<file path="src/rtl/pwr_mode_pkg.sv">
package pwr_mode_pkg;

    localparam int DIV_W = 2;

    typedef enum logic [2:0] {
        ST_ACTIVE    = 3'd0,
        ST_SUBSLEEP  = 3'd1,
        ST_SUBACTIVE = 3'd2,
        ST_WATCH     = 3'd3,
        ST_RST_HOLD  = 3'd4,
        ST_RST_WAIT  = 3'd5
    } pms_state_t;

    typedef enum logic [1:0] {
        TGT_SUBSLEEP = 2'd0,
        TGT_WATCH    = 2'd1,
        TGT_ACTIVE   = 2'd2
    } pms_target_t;

    typedef struct packed {
        logic halt;
        logic osc_en;
        logic serif_en;
    } pms_ctrl_t;

endpackage

</file>
<file path="src/rtl/pms_wake_qual.sv">
module pms_wake_qual #(
    parameter int N_IRQ = 8
) (
    input  logic [N_IRQ-1:0] irq_req,
    input  logic [N_IRQ-1:0] irq_en,
    input  logic             irq_mask,
    output logic             wake_ok
);
    logic [N_IRQ-1:0] hit;

    for (genvar i = 0; i < N_IRQ; i++) begin : g_src
        assign hit[i] = irq_req[i] & irq_en[i];
    end

    assign wake_ok = (|hit) & ~irq_mask;
endmodule

</file>
<file path="src/rtl/pms_mode_decode.sv">
module pms_mode_decode
    import pwr_mode_pkg::*;
(
    input  logic        cfg_stby,
    input  logic        cfg_lowspd,
    input  logic        cfg_watch_en,
    input  logic        cfg_direct,
    input  logic        cfg_main_sel,
    output pms_target_t target
);
    // rules checked in priority order, first match wins
    always_comb begin
        if (!cfg_stby && cfg_lowspd) begin
            target = TGT_SUBSLEEP;
        end else if (cfg_stby && cfg_watch_en) begin
            target = TGT_WATCH;
        end else if (cfg_direct && cfg_main_sel) begin
            target = TGT_ACTIVE;
        end else begin
            target = TGT_SUBSLEEP;
        end
    end
endmodule

</file>
<file path="src/rtl/pms_div_shadow.sv">
module pms_div_shadow
    import pwr_mode_pkg::*;
(
    input  logic             clk,
    input  logic             rst_n,
    input  logic             clr,
    input  logic             load,
    input  logic [DIV_W-1:0] din,
    output logic [DIV_W-1:0] q
);
    always_ff @(posedge clk) begin
        if (!rst_n || clr) begin
            q <= '0;
        end else if (load) begin
            q <= din;
        end
    end

    // without a load or clear, the applied divider never moves
    a_r6_div_hold: assert property (@(posedge clk) disable iff (!rst_n)
        (!clr && !load) |=> $stable(q));

    // the pin reset clears the shadow to divide-by-one
    a_r7_div_clear: assert property (@(posedge clk) disable iff (!rst_n)
        clr |=> (q == '0));
endmodule

</file>
<file path="src/rtl/pwr_mode_seq.sv">
module pwr_mode_seq
    import pwr_mode_pkg::*;
#(
    parameter int N_IRQ = 8
) (
    input  logic             clk,
    input  logic             rst_n,
    input  logic             sleep_stb,
    input  logic             cfg_stby,
    input  logic             cfg_lowspd,
    input  logic             cfg_watch_en,
    input  logic             cfg_direct,
    input  logic             cfg_main_sel,
    input  logic             irq_mask,
    input  logic [N_IRQ-1:0] irq_req,
    input  logic [N_IRQ-1:0] irq_en,
    input  logic             rst_pin_n,
    input  logic             stab_done,
    input  logic [DIV_W-1:0] div_sel,
    output logic             cpu_halt,
    output logic             osc_main_en,
    output logic             serif_clk_en,
    output logic             exc_start,
    output logic             stab_wait,
    output logic [DIV_W-1:0] sub_div
);
    pms_state_t  st_q, st_d;
    pms_target_t target;
    pms_ctrl_t   ctrl;
    logic        wake_ok;
    logic        exc_d;
    logic        in_run;
    logic        div_load;

    pms_wake_qual #(.N_IRQ(N_IRQ)) i_wake (
        .irq_req  (irq_req),
        .irq_en   (irq_en),
        .irq_mask (irq_mask),
        .wake_ok  (wake_ok)
    );

    pms_mode_decode i_dec (
        .cfg_stby     (cfg_stby),
        .cfg_lowspd   (cfg_lowspd),
        .cfg_watch_en (cfg_watch_en),
        .cfg_direct   (cfg_direct),
        .cfg_main_sel (cfg_main_sel),
        .target       (target)
    );

    assign in_run   = (st_q == ST_ACTIVE) || (st_q == ST_SUBACTIVE);
    assign div_load = sleep_stb && in_run && rst_pin_n;

    pms_div_shadow i_div (
        .clk   (clk),
        .rst_n (rst_n),
        .clr   (!rst_pin_n),
        .load  (div_load),
        .din   (div_sel),
        .q     (sub_div)
    );

    // next state
    always_comb begin
        st_d  = st_q;
        exc_d = 1'b0;
        if (!rst_pin_n) begin
            st_d = ST_RST_HOLD;
        end else begin
            unique case (st_q)
                ST_ACTIVE, ST_SUBACTIVE: begin
                    if (sleep_stb) begin
                        unique case (target)
                            TGT_WATCH:  st_d = ST_WATCH;
                            TGT_ACTIVE: st_d = ST_ACTIVE;
                            default:    st_d = ST_SUBSLEEP;
                        endcase
                    end
                end
                ST_SUBSLEEP, ST_WATCH: begin
                    if (wake_ok) begin
                        st_d  = ST_SUBACTIVE;
                        exc_d = 1'b1;
                    end
                end
                ST_RST_HOLD: begin
                    if (stab_done) begin
                        st_d  = ST_ACTIVE;
                        exc_d = 1'b1;
                    end else begin
                        st_d = ST_RST_WAIT;
                    end
                end
                ST_RST_WAIT: begin
                    if (stab_done) begin
                        st_d  = ST_ACTIVE;
                        exc_d = 1'b1;
                    end
                end
                default: st_d = ST_ACTIVE;
            endcase
        end
    end

    // state register
    always_ff @(posedge clk) begin
        if (!rst_n) begin
            st_q      <= ST_ACTIVE;
            exc_start <= 1'b0;
        end else begin
            st_q      <= st_d;
            exc_start <= exc_d;
        end
    end

    // outputs per state
    always_comb begin
        unique case (st_q)
            ST_ACTIVE:                ctrl = '{halt: 1'b0, osc_en: 1'b1, serif_en: 1'b1};
            ST_SUBSLEEP, ST_WATCH:    ctrl = '{halt: 1'b1, osc_en: 1'b0, serif_en: 1'b0};
            ST_SUBACTIVE:             ctrl = '{halt: 1'b0, osc_en: 1'b0, serif_en: 1'b0};
            ST_RST_HOLD, ST_RST_WAIT: ctrl = '{halt: 1'b1, osc_en: 1'b1, serif_en: 1'b0};
            default:                  ctrl = '{halt: 1'b0, osc_en: 1'b1, serif_en: 1'b1};
        endcase
    end

    assign cpu_halt     = ctrl.halt;
    assign osc_main_en  = ctrl.osc_en;
    assign serif_clk_en = ctrl.serif_en;
    assign stab_wait    = ctrl.osc_en & ~stab_done;

    // a qualified wake from a halted low-power state lands in subclock run with a pulse
    a_r2_wake_to_subactive: assert property (@(posedge clk) disable iff (!rst_n)
        ((st_q == ST_SUBSLEEP || st_q == ST_WATCH) && rst_pin_n && !irq_mask
         && (|(irq_req & irq_en)))
        |=> (st_q == ST_SUBACTIVE && exc_start));

    // the exception start is a single-cycle pulse
    a_r2_exc_single: assert property (@(posedge clk) disable iff (!rst_n)
        exc_start |=> !exc_start);

    // a masked interrupt never releases subclock sleep
    a_r3_masked_stays: assert property (@(posedge clk) disable iff (!rst_n)
        (st_q == ST_SUBSLEEP && rst_pin_n && irq_mask) |=> (st_q == ST_SUBSLEEP && !exc_start));

    // a low pin forces the oscillator on and the CPU halted
    a_r7_pin_osc_on: assert property (@(posedge clk) disable iff (!rst_n)
        !rst_pin_n |=> (osc_main_en && cpu_halt && !exc_start));

    // no exception start while the oscillator is still settling
    a_r8_no_exc_unstable: assert property (@(posedge clk) disable iff (!rst_n)
        ((st_q == ST_RST_HOLD || st_q == ST_RST_WAIT) && !stab_done) |=> !exc_start);

    // a sleep strobe in a halted state leaves the state alone
    a_r10_sleep_ignored: assert property (@(posedge clk) disable iff (!rst_n)
        (st_q == ST_WATCH && rst_pin_n && !wake_ok && sleep_stb) |=> (st_q == ST_WATCH));
endmodule

</file>
<file path="config.mk">
export PLATFORM = sky130hd
export DESIGN_NAME = pwr_mode_seq
export DESIGN_NICKNAME = d
export VERILOG_FILES = /design/src/rtl/pwr_mode_pkg.sv /design/src/rtl/pms_wake_qual.sv /design/src/rtl/pms_mode_decode.sv /design/src/rtl/pms_div_shadow.sv /design/src/rtl/pwr_mode_seq.sv
export SDC_FILE = /design/constraint.sdc
export NUM_CORES = 1
export LEC_CHECK = 0
export BUFFER_PORTS_ARGS = -buffer_cell sky130_fd_sc_hd__buf_2
export CORE_AREA = 2 2 39 41
export DETAILED_ROUTE_END_ITERATION = 7
export DIE_AREA = 0 0 41 43
export MAX_ROUTING_LAYER = met4
export PLACE_DENSITY = 0.75
export SLEW_MARGIN = 20
export SYNTH_ARGS = -nofsm -noshare
export SYNTH_HDL_FRONTEND = slang
export SYNTH_SLANG_ARGS = --single-unit
</file>
<file path="constraint.sdc">
create_clock -name clk -period 1.9 [get_ports clk]
set_input_delay 0.19 -clock clk [delete_from_list [all_inputs] [get_ports clk]]
set_output_delay 0.19 -clock clk [all_outputs]
set_load 0.05 [all_outputs]
</file>
==> results of run 1 <==
[synth_stat cells]
library cell / count / share of area [%]
nand2_1: 3 / 3.0
o2111ai_1: 1 / 2.3
and2b_1: 1 / 2.0
a22oi_4: 1 / 5.6
a21boi_1: 1 / 2.0
inv_1: 2 / 2.0
a21o_1: 1 / 2.0
a21boi_0: 1 / 2.0
a2111oi_2: 1 / 4.0
a41oi_2: 1 / 4.3
a21oi_1: 2 / 2.6
clkbuf_2: 1 / 1.3
a211oi_1: 1 / 2.0
nand3b_1: 2 / 4.0
dfxtp_1: 6 / 32
nor3_1: 1 / 1.3
mux2i_1: 3 / 7.9
o21bai_1: 1 / 2.0
a22oi_2: 3 / 9.9
or3_1: 1 / 1.7
nor2_1: 3 / 3.0
nor2b_1: 2 / 3.3
[critical path, delay by kind of cell (launching register included)]
family          cells  cell delay (ns)
buf+inv             1             0.26
simple gates        1             0.14
flops               1             0.50
compound gates      1             0.18
[per-stage QoR]
step	total power, mW	std cells	setup WS [ns]
floorplan	0.215	39	0.294
global placement	0.260	89	0.692
detailed placement	0.264	89	0.650
CTS	0.387	92	0.382
global route	0.401	92	0.317
finish	0.378	92	0.393
[routing by layer]
| metal | GRT usage (%) | vias to the layer above | routed length, um |
|---|---|---|---|
| met5 | - | - | 0 |
| met4 | 8.00 | 0 | 0 |
| met3 | 5.24 | 0 | 152 |
| met2 | 21.9 | 25 | 514 |
| met1 | 11.3 | 182 | 318 |
| li1 | - | 221 | - |
[power groups by stage]
stage	registers (mW)	logic (mW)	clock network, mW
final	0.139	0.121	0.118
after global routing	0.140	0.131	0.130
after CTS	0.139	0.123	0.125
after detailed placement	0.141	0.123	0
after global placement	0.141	0.120	0
after floorplan	0.144	0.0716	0
[final cells by class]
class / instances / area, um^2
fill: 147 / 787
multi-input combinational: 30 / 251
timing repair buffer: 35 / 175
sequential: 6 / 120
clock buffer: 3 / 22.5
tap: 16 / 20.0
inverter: 2 / 7.51
[worst max path at each step]
stage | start | endpoint | slack [ns]
floorplan | st_q[1]$_SDFFE_PN0P_ | stab_wait | 0.29
global placement | st_q[2]$_SDFFE_PN0P_ | stab_wait | 0.69
detailed placement | st_q[2]$_SDFFE_PN0P_ | stab_wait | 0.65
CTS | st_q[2]$_SDFFE_PN0P_ | stab_wait | 0.38
global route | st_q[2]$_SDFFE_PN0P_ | stab_wait | 0.32
finish | st_q[2]$_SDFFE_PN0P_ | stab_wait | 0.39
[registers in the layout, indices dropped and copies added, names as in the netlist]
| name | count |
|---|---|
| st_q | 3 |
| i_div.q | 2 |
| exc_start | 1 |
[cells by family (layout without fill, tap and decap cells)]
family                 count (synthesis)  after routing  synth area share (%)
AND/OR/NAND/NOR                       13             13                  18.2
AO/OA/AOI/OAI                         14             14                  38.7
flip-flops                             6              6                  31.8
multiplexers                           3              3                  7.95
buffers and inverters                  3             40                  3.31
==> implementation parameters, run 1 <==
Parameter                              Value

Worst setup path
  Sort of element at the start of the critical path ... flip-flop
  CP max FO ... 10
  RR Startpoint ... st_q[0]$_SDFFE_PN0P_
  Cell at the slowest stage of the critical path ... dfxtp_1
  Critical path start-end classification ... flip-flop to output pin
  Worst EP required ... 1.71 ns
  Worst r2r dst ... i_div.q[0]$_SDFFE_PN0P_
  Reg2Reg Setup Slack ... ~0.71 ns
  Reg2reg path depth ... 4
  Category of the worst setup path capture point ... output pin
  Arr. time, crit path ... about 1.3 ns
  Max stage delay on crit path ... 0.50 ns
  Crit path cell chain ... o21bai_2 > nor2b_2 > buf_2

STA
  Final hold violations ... 0
  Post-route clock period utilization ... 79.3%
  Final setup skew ... 0.00357 ns
  Slew at the pin with the worst max-slew slack ... around 0.31 ns
  Time the final worst path needs with I/O delays and setup ... about 1.5 ns
  Final count of negative-setup-slack endpoints ... 0
  Setup repair after global routing missed its margin ... false
  Count of final max-slew check failures ... 0
  TNS Setup ... 0 ns
  Peak clock frequency supported by timing ... 663 MHz
  Normalized max-slew margin ... 79.1%
  Worst-case hold slack ... between 0.1 and 0.15 ns

Global route
  GR Util All Layers ... roughly an eighth
  Global route overflow ... 0
  Largest net degree at the start of global routing ... 11
  Number of antenna violations at the first check in global routing ... 0
  Number of global-route vias before repair ... between 400 and 500
  Global-route wire length before repair ... 1.48 mm

Min path
  Sink of the worst hold path ... st_q[2]$_SDFFE_PN0P_
  Hold Path Cell Cnt ... 2
  Hold Crit Class ... input pin to flip-flop
  Startpoint of the most critical hold path ... rst_pin_n

Cells and area
  Ant diodes ... 0
  Net total in the final layout ... 107
  Top library cells by usage in the layout, fill and taps aside ... buf_2, dfxtp_1
  Most common library cell in the layout ignoring fill and taps ... buf_2
  Layout-stage area growth over the synthesis result ... 57.9%
  Cell area after layout ... 597 um^2
  Utilization after layout ... 43.1%
  Fraction of layout instances using a drive strength above 1 ... 60.5%

Synthesis
  Cells after Synth ... 39
  Post-synthesis cell type count ... 22
  Net count after synthesis ... between 60 and 70
  Mean area per synthesized cell ... about 9.7 um^2
  Synth Warn # ... 0
  Number of synthesized register bits ... 6
  Post-synthesis sequential area ratio ... 31.8%
  Post-synthesis instance area ... 378 um^2

Pwr
  Internal cell power ... 0.254 mW
  Part of the total power dissipated in sequential elements ... 36.7%
  Switching part of the total ... 32.7%
  Portion of total power attributed to the clock network ... 31.2%
  Highest ir drop seen on vdd ... between 200 and 250 uV
  Switching power ... 0.124 mW
  Power density normalized to cell area ... between 600 and 700 mW/mm^2
  Relative contribution of combinational cells to total power ... 32.0%
  Leakage dissipation ... 0.294 nW

Placement
  Cell area after placement ... 574 um^2
  HPWL after detailed placement ... 850 um
  Number of port buffers ... 35
  Routability-driven placement congestion ratio ... roughly 0.73

Clock tree
  Setup Buffers After CTS ... 0
  CTS Buffer Depth ... 2
  Clock latency at the later pin of the worst-skew pair ... 0.24 ns
  TritonCTS clock tree ... done
  Total of cells resized after clock tree synthesis ... 0
  H-Tree Level Count ... 1
  Number of hold buffers added after cts ... 0
  Number of buffers created by CTS ... 3
  Cell chosen for the clock root ... clkbuf_4
  Reg clk slew, reported paths ... 0.05 ns
  Number of sinks on the clock net ... 6

Route
  Via-per-instance ratio ... 4.65
  DRC violations left ... 0
  Number of iterations in the first detailed-routing pass ... 1
  Drt wl/cell ... 10.7 um
  WL final ... 985 um
  DRT iter0 DRCs ... 0
  Post-DRT Antenna Nets ... 0
  Routed vias ... 428

Run status
  Outcome ... finished, final reports clean

Floorplanning
  # IOs ... 36
  CORE AREA ... between 0.001 and 0.0015 mm^2
  Die extent in x ... 41 um
  Initial standard-cell utilization of the core ... 27.3%
  Area enclosed by the die boundary ... between 0.0015 and 0.002 mm^2
  Die Y-Extent ... 43 um
  Number of placement rows ... 14

Flow run
  Max-cap check violation count ... 0
Power figures use the tool's default switching activity.
==> inputs of run 2 (changes only) <==
ABC_AREA = 1   (was unset)
PLACE_DENSITY = 0.78   (was 0.75)
clock period = 1.4 ns   (was 1.9 ns; I/O delays follow)
==> implementation parameters, run 2 <==
Parameter                              Value

Placement
  Number of port buffers ... 35 (unchanged)
  Routability-driven placement congestion ratio ... 0.818 (+12%)
  HPWL after detailed placement ... 944 um (+11%)
  Worst setup timing slack at the placement stage ... 0.336 ns (-0.314 ns)
  Cell area after placement ... 612 um^2 (+6.5%)

Global route
  Global-route wire length before repair ... 1.70 mm (+15%)
  Number of global-route vias before repair ... 487 (+21%)
  GR Util All Layers ... 15.2% (+2.1 points)
  Number of antenna violations at the first check in global routing ... 0 (unchanged)
  Largest net degree at the start of global routing ... 6 (-5)
  Global route overflow ... 0 (unchanged)

Worst setup path
  Reg2Reg Setup Slack ... 0.30 ns (-0.41 ns)
  Sort of element at the start of the critical path ... flip-flop
  Worst r2r dst ... st_q[0]$_SDFFE_PN0P_
  CP max FO ... 3 (-7)
  Critical path start-end classification ... flip-flop to output pin
  Arr. time, crit path ... 1.17 ns (-0.15 ns)
  RR Startpoint ... st_q[2]$_SDFFE_PN0P_
  Reg2reg path depth ... 7 (+3)
  Worst EP required ... 1.26 ns (-0.45 ns)
  Category of the worst setup path capture point ... output pin

Min path
  Startpoint of the most critical hold path ... rst_n
  Sink of the worst hold path ... st_q[2]$_SDFFE_PN0P_
  Hold Path Cell Cnt ... 3 (+1)
  Hold Crit Class ... input pin to flip-flop

STA
  Smallest setup slack after layout ... 0.0864 ns (-0.306 ns)
  Time the final worst path needs with I/O delays and setup ... 1.31 ns
  Normalized max-slew margin ... 83.2% (+4.1 points)
  Final setup skew ... 0.00244 ns (-0.00113 ns)
  Slew at the pin with the worst max-slew slack ... 0.253 ns (-0.0593 ns)
  Final hold violations ... 0 (unchanged)
  Peak clock frequency supported by timing ... 761 MHz
  Count of final max-slew check failures ... 0 (unchanged)
  TNS Setup ... 0 ns (unchanged)
  Post-route clock period utilization ... 93.8%
  Worst-case hold slack ... 0.103 ns (-0.0379 ns)
  Final count of negative-setup-slack endpoints ... 0 (unchanged)

Clock tree
  CTS Buffer Depth ... 2 (unchanged)
  Reg clk slew, reported paths ... 0.05 ns (about the same)
  Number of buffers created by CTS ... 3 (unchanged)
  Cell chosen for the clock root ... clkbuf_4
  Clock latency at the later pin of the worst-skew pair ... 0.26 ns (+0.02 ns)
  Number of sinks on the clock net ... 6 (unchanged)
  H-Tree Level Count ... 1 (unchanged)
  TritonCTS clock tree ... done

Pwr
  Power density normalized to cell area ... 879 mW/mm^2 (+39%)
  Leakage dissipation ... 0.387 nW (+32%)
  Overall Power ... 0.565 mW (+49%)
  Highest ir drop seen on vdd ... 543 uV (+130%)

Floorplanning
  CORE AREA ... 0.00138 mm^2 (unchanged)
  Number of placement rows ... 14 (unchanged)
  # IOs ... 36 (unchanged)
  Initial standard-cell utilization of the core ... 30.1% (+2.8 points)
  Area enclosed by the die boundary ... 0.00176 mm^2 (unchanged)
  Die extent in x ... 41 um (unchanged)
  Die Y-Extent ... 43 um (unchanged)

Route
  WL final ... 1.17 mm (+19%)
  Routed vias ... 588 (+37%)
  Post-DRT Antenna Nets ... 0 (unchanged)
  Via-per-instance ratio ... 4.56 (-2.0%)
  DRT iter0 DRCs ... 5 (+5)
  Number of iterations in the first detailed-routing pass ... 4 (+3)
  DRC violations left ... 0 (unchanged)
  Drt wl/cell ... 9.05 um (-15%)

Cells and area
  Cell area after layout ... 643 um^2 (+7.8%)
  Filler cell count in the final layout ... 158 (+7.5%)
  Seq. cell area ... 120 um^2 (unchanged)
  Most common library cell in the layout ignoring fill and taps ... buf_2
  Largest register by flop count ... st_q
  Layout-stage area growth over the synthesis result ... 54.4%
  Top library cells by usage in the layout, fill and taps aside ... buf_2, nand2_1, inv_1, nor2_1, nand3_1
  Area of combinational cells with multiple inputs ... 248 um^2 (-1.5%)
  Registers with the highest flip-flop counts ... st_q x3, i_div.q x2, exc_start x1
  Max FFs per register ... 3 (unchanged)
  Fraction of layout instances using a drive strength above 1 ... 38.1% (-22 points)
  Net total in the final layout ... 144 (+35%)
  Ant diodes ... 0 (unchanged)

Flow run
  Max-cap check violation count ... 0 (unchanged)

Synthesis
  Top area cells in the synthesized netlist ... dfxtp_1, nand2_1, inv_1, nand3_1, nor2_1
  Post-synthesis instance area ... 417 um^2 (+10%)
  Synth Warn # ... 0 (unchanged)
  Net count after synthesis ... 104 (+53%)
  Most frequent cells after synthesis ... nand2_1, inv_1, nand3_1, nor2_1, dfxtp_1
  Share of the synthesized area in the top cell type ... 28.8% (-3.0 points)
  Synth area leader ... dfxtp_1
  Mean area per synthesized cell ... 5.56 um^2 (-43%)
  Number of synthesized flops with an enable pin ... 0 (unchanged)
  Commonest register cell after synthesis ... dfxtp_1
  Post-synthesis cell type count ... 14 (-36%)
  Synth async-reset ratio ... 0% (unchanged)
  Most numerous cell in the Yosys netlist ... nand2_1
  Number of synthesized register bits ... 6 (unchanged)
  Cells after Synth ... 75 (+92%)
  Post-synthesis sequential area ratio ... 28.8% (-3.0 points)

Run status
  Outcome ... finished, final reports clean
run 2: changes by cell type after synthesis, moves of 3 or more:
cell	delta
nand2_1	+21
inv_1	+11
nand3_1	+8
nor2_1	+5
a21oi_1	+3
a22oi_2	-3
mux2i_1	-3
run 2: worst max path at each step:
stage / cells after the start / endpoint / from
after global placement: 5 / cpu_halt / st_q[0]$_SDFFE_PN0P_
after CTS: 5 / cpu_halt / st_q[0]$_SDFFE_PN0P_
after global routing: 5 / cpu_halt / st_q[0]$_SDFFE_PN0P_
final: 5 / serif_clk_en / st_q[1]$_SDFFE_PN0P_
after detailed placement: 5 / cpu_halt / st_q[0]$_SDFFE_PN0P_
after floorplan: 4 / serif_clk_en / st_q[1]$_SDFFE_PN0P_
run 2: cells by family (layout without fill, tap and decap cells):
| group | after synthesis | in the layout | share of synthesized area, % |
|---|---|---|---|
| AND/OR/NAND/NOR | 47 | 47 | 48.0 |
| buffers and inverters | 14 | 52 | 12.6 |
| AO/OA/AOI/OAI | 8 | 8 | 10.5 |
| flip-flops | 6 | 6 | 28.8 |
run 2: final cells by class:
cell class | count | share of cell area, %
clock buffer | 3 | 3.50
inverter | 14 | 8.17
multi-input combinational | 55 | 38.5
sequential | 6 | 18.7
tap | 16 | 3.11
timing repair buffer | 35 | 28.0
run 2: repair_timing:
item / in CTS / in global routing
hold buffers: 0 / 0
gates resized for setup: 0 / 3
setup buffers: 0 / 0
setup endpoints to repair: 0 / 4
run 2: through the flow:
stage                     util (%)  std cells
after floorplan                  -         75
after global placement        44.2        126
after detailed placement      44.2        126
after CTS                     45.8        129
after global routing          46.5        129
final                         46.5        129
run 2: worst max-delay path, cell delays in order (launching register included):
cell      delay [ns]
dfxtp_1         0.34
inv_1           0.08
nand2_1         0.10
inv_1           0.07
nor2_1          0.10
clkbuf_4        0.23
run 2: where the power goes:
part	internal [mW]	leakage (nW)	switching (mW)	total [mW]
clock network	0.0979	0.0138	0.0764	0.174
registers	0.181	0.0492	0.00594	0.186
logic	0.0738	0.324	0.131	0.204
run 2: per-layer routing:
metal | track usage [%] | share of wire [%]
met5 | - | 0
met3 | 7.85 | 15
met4 | 8.00 | 2.0
met2 | 24.4 | 49
met1 | 13.6 | 34
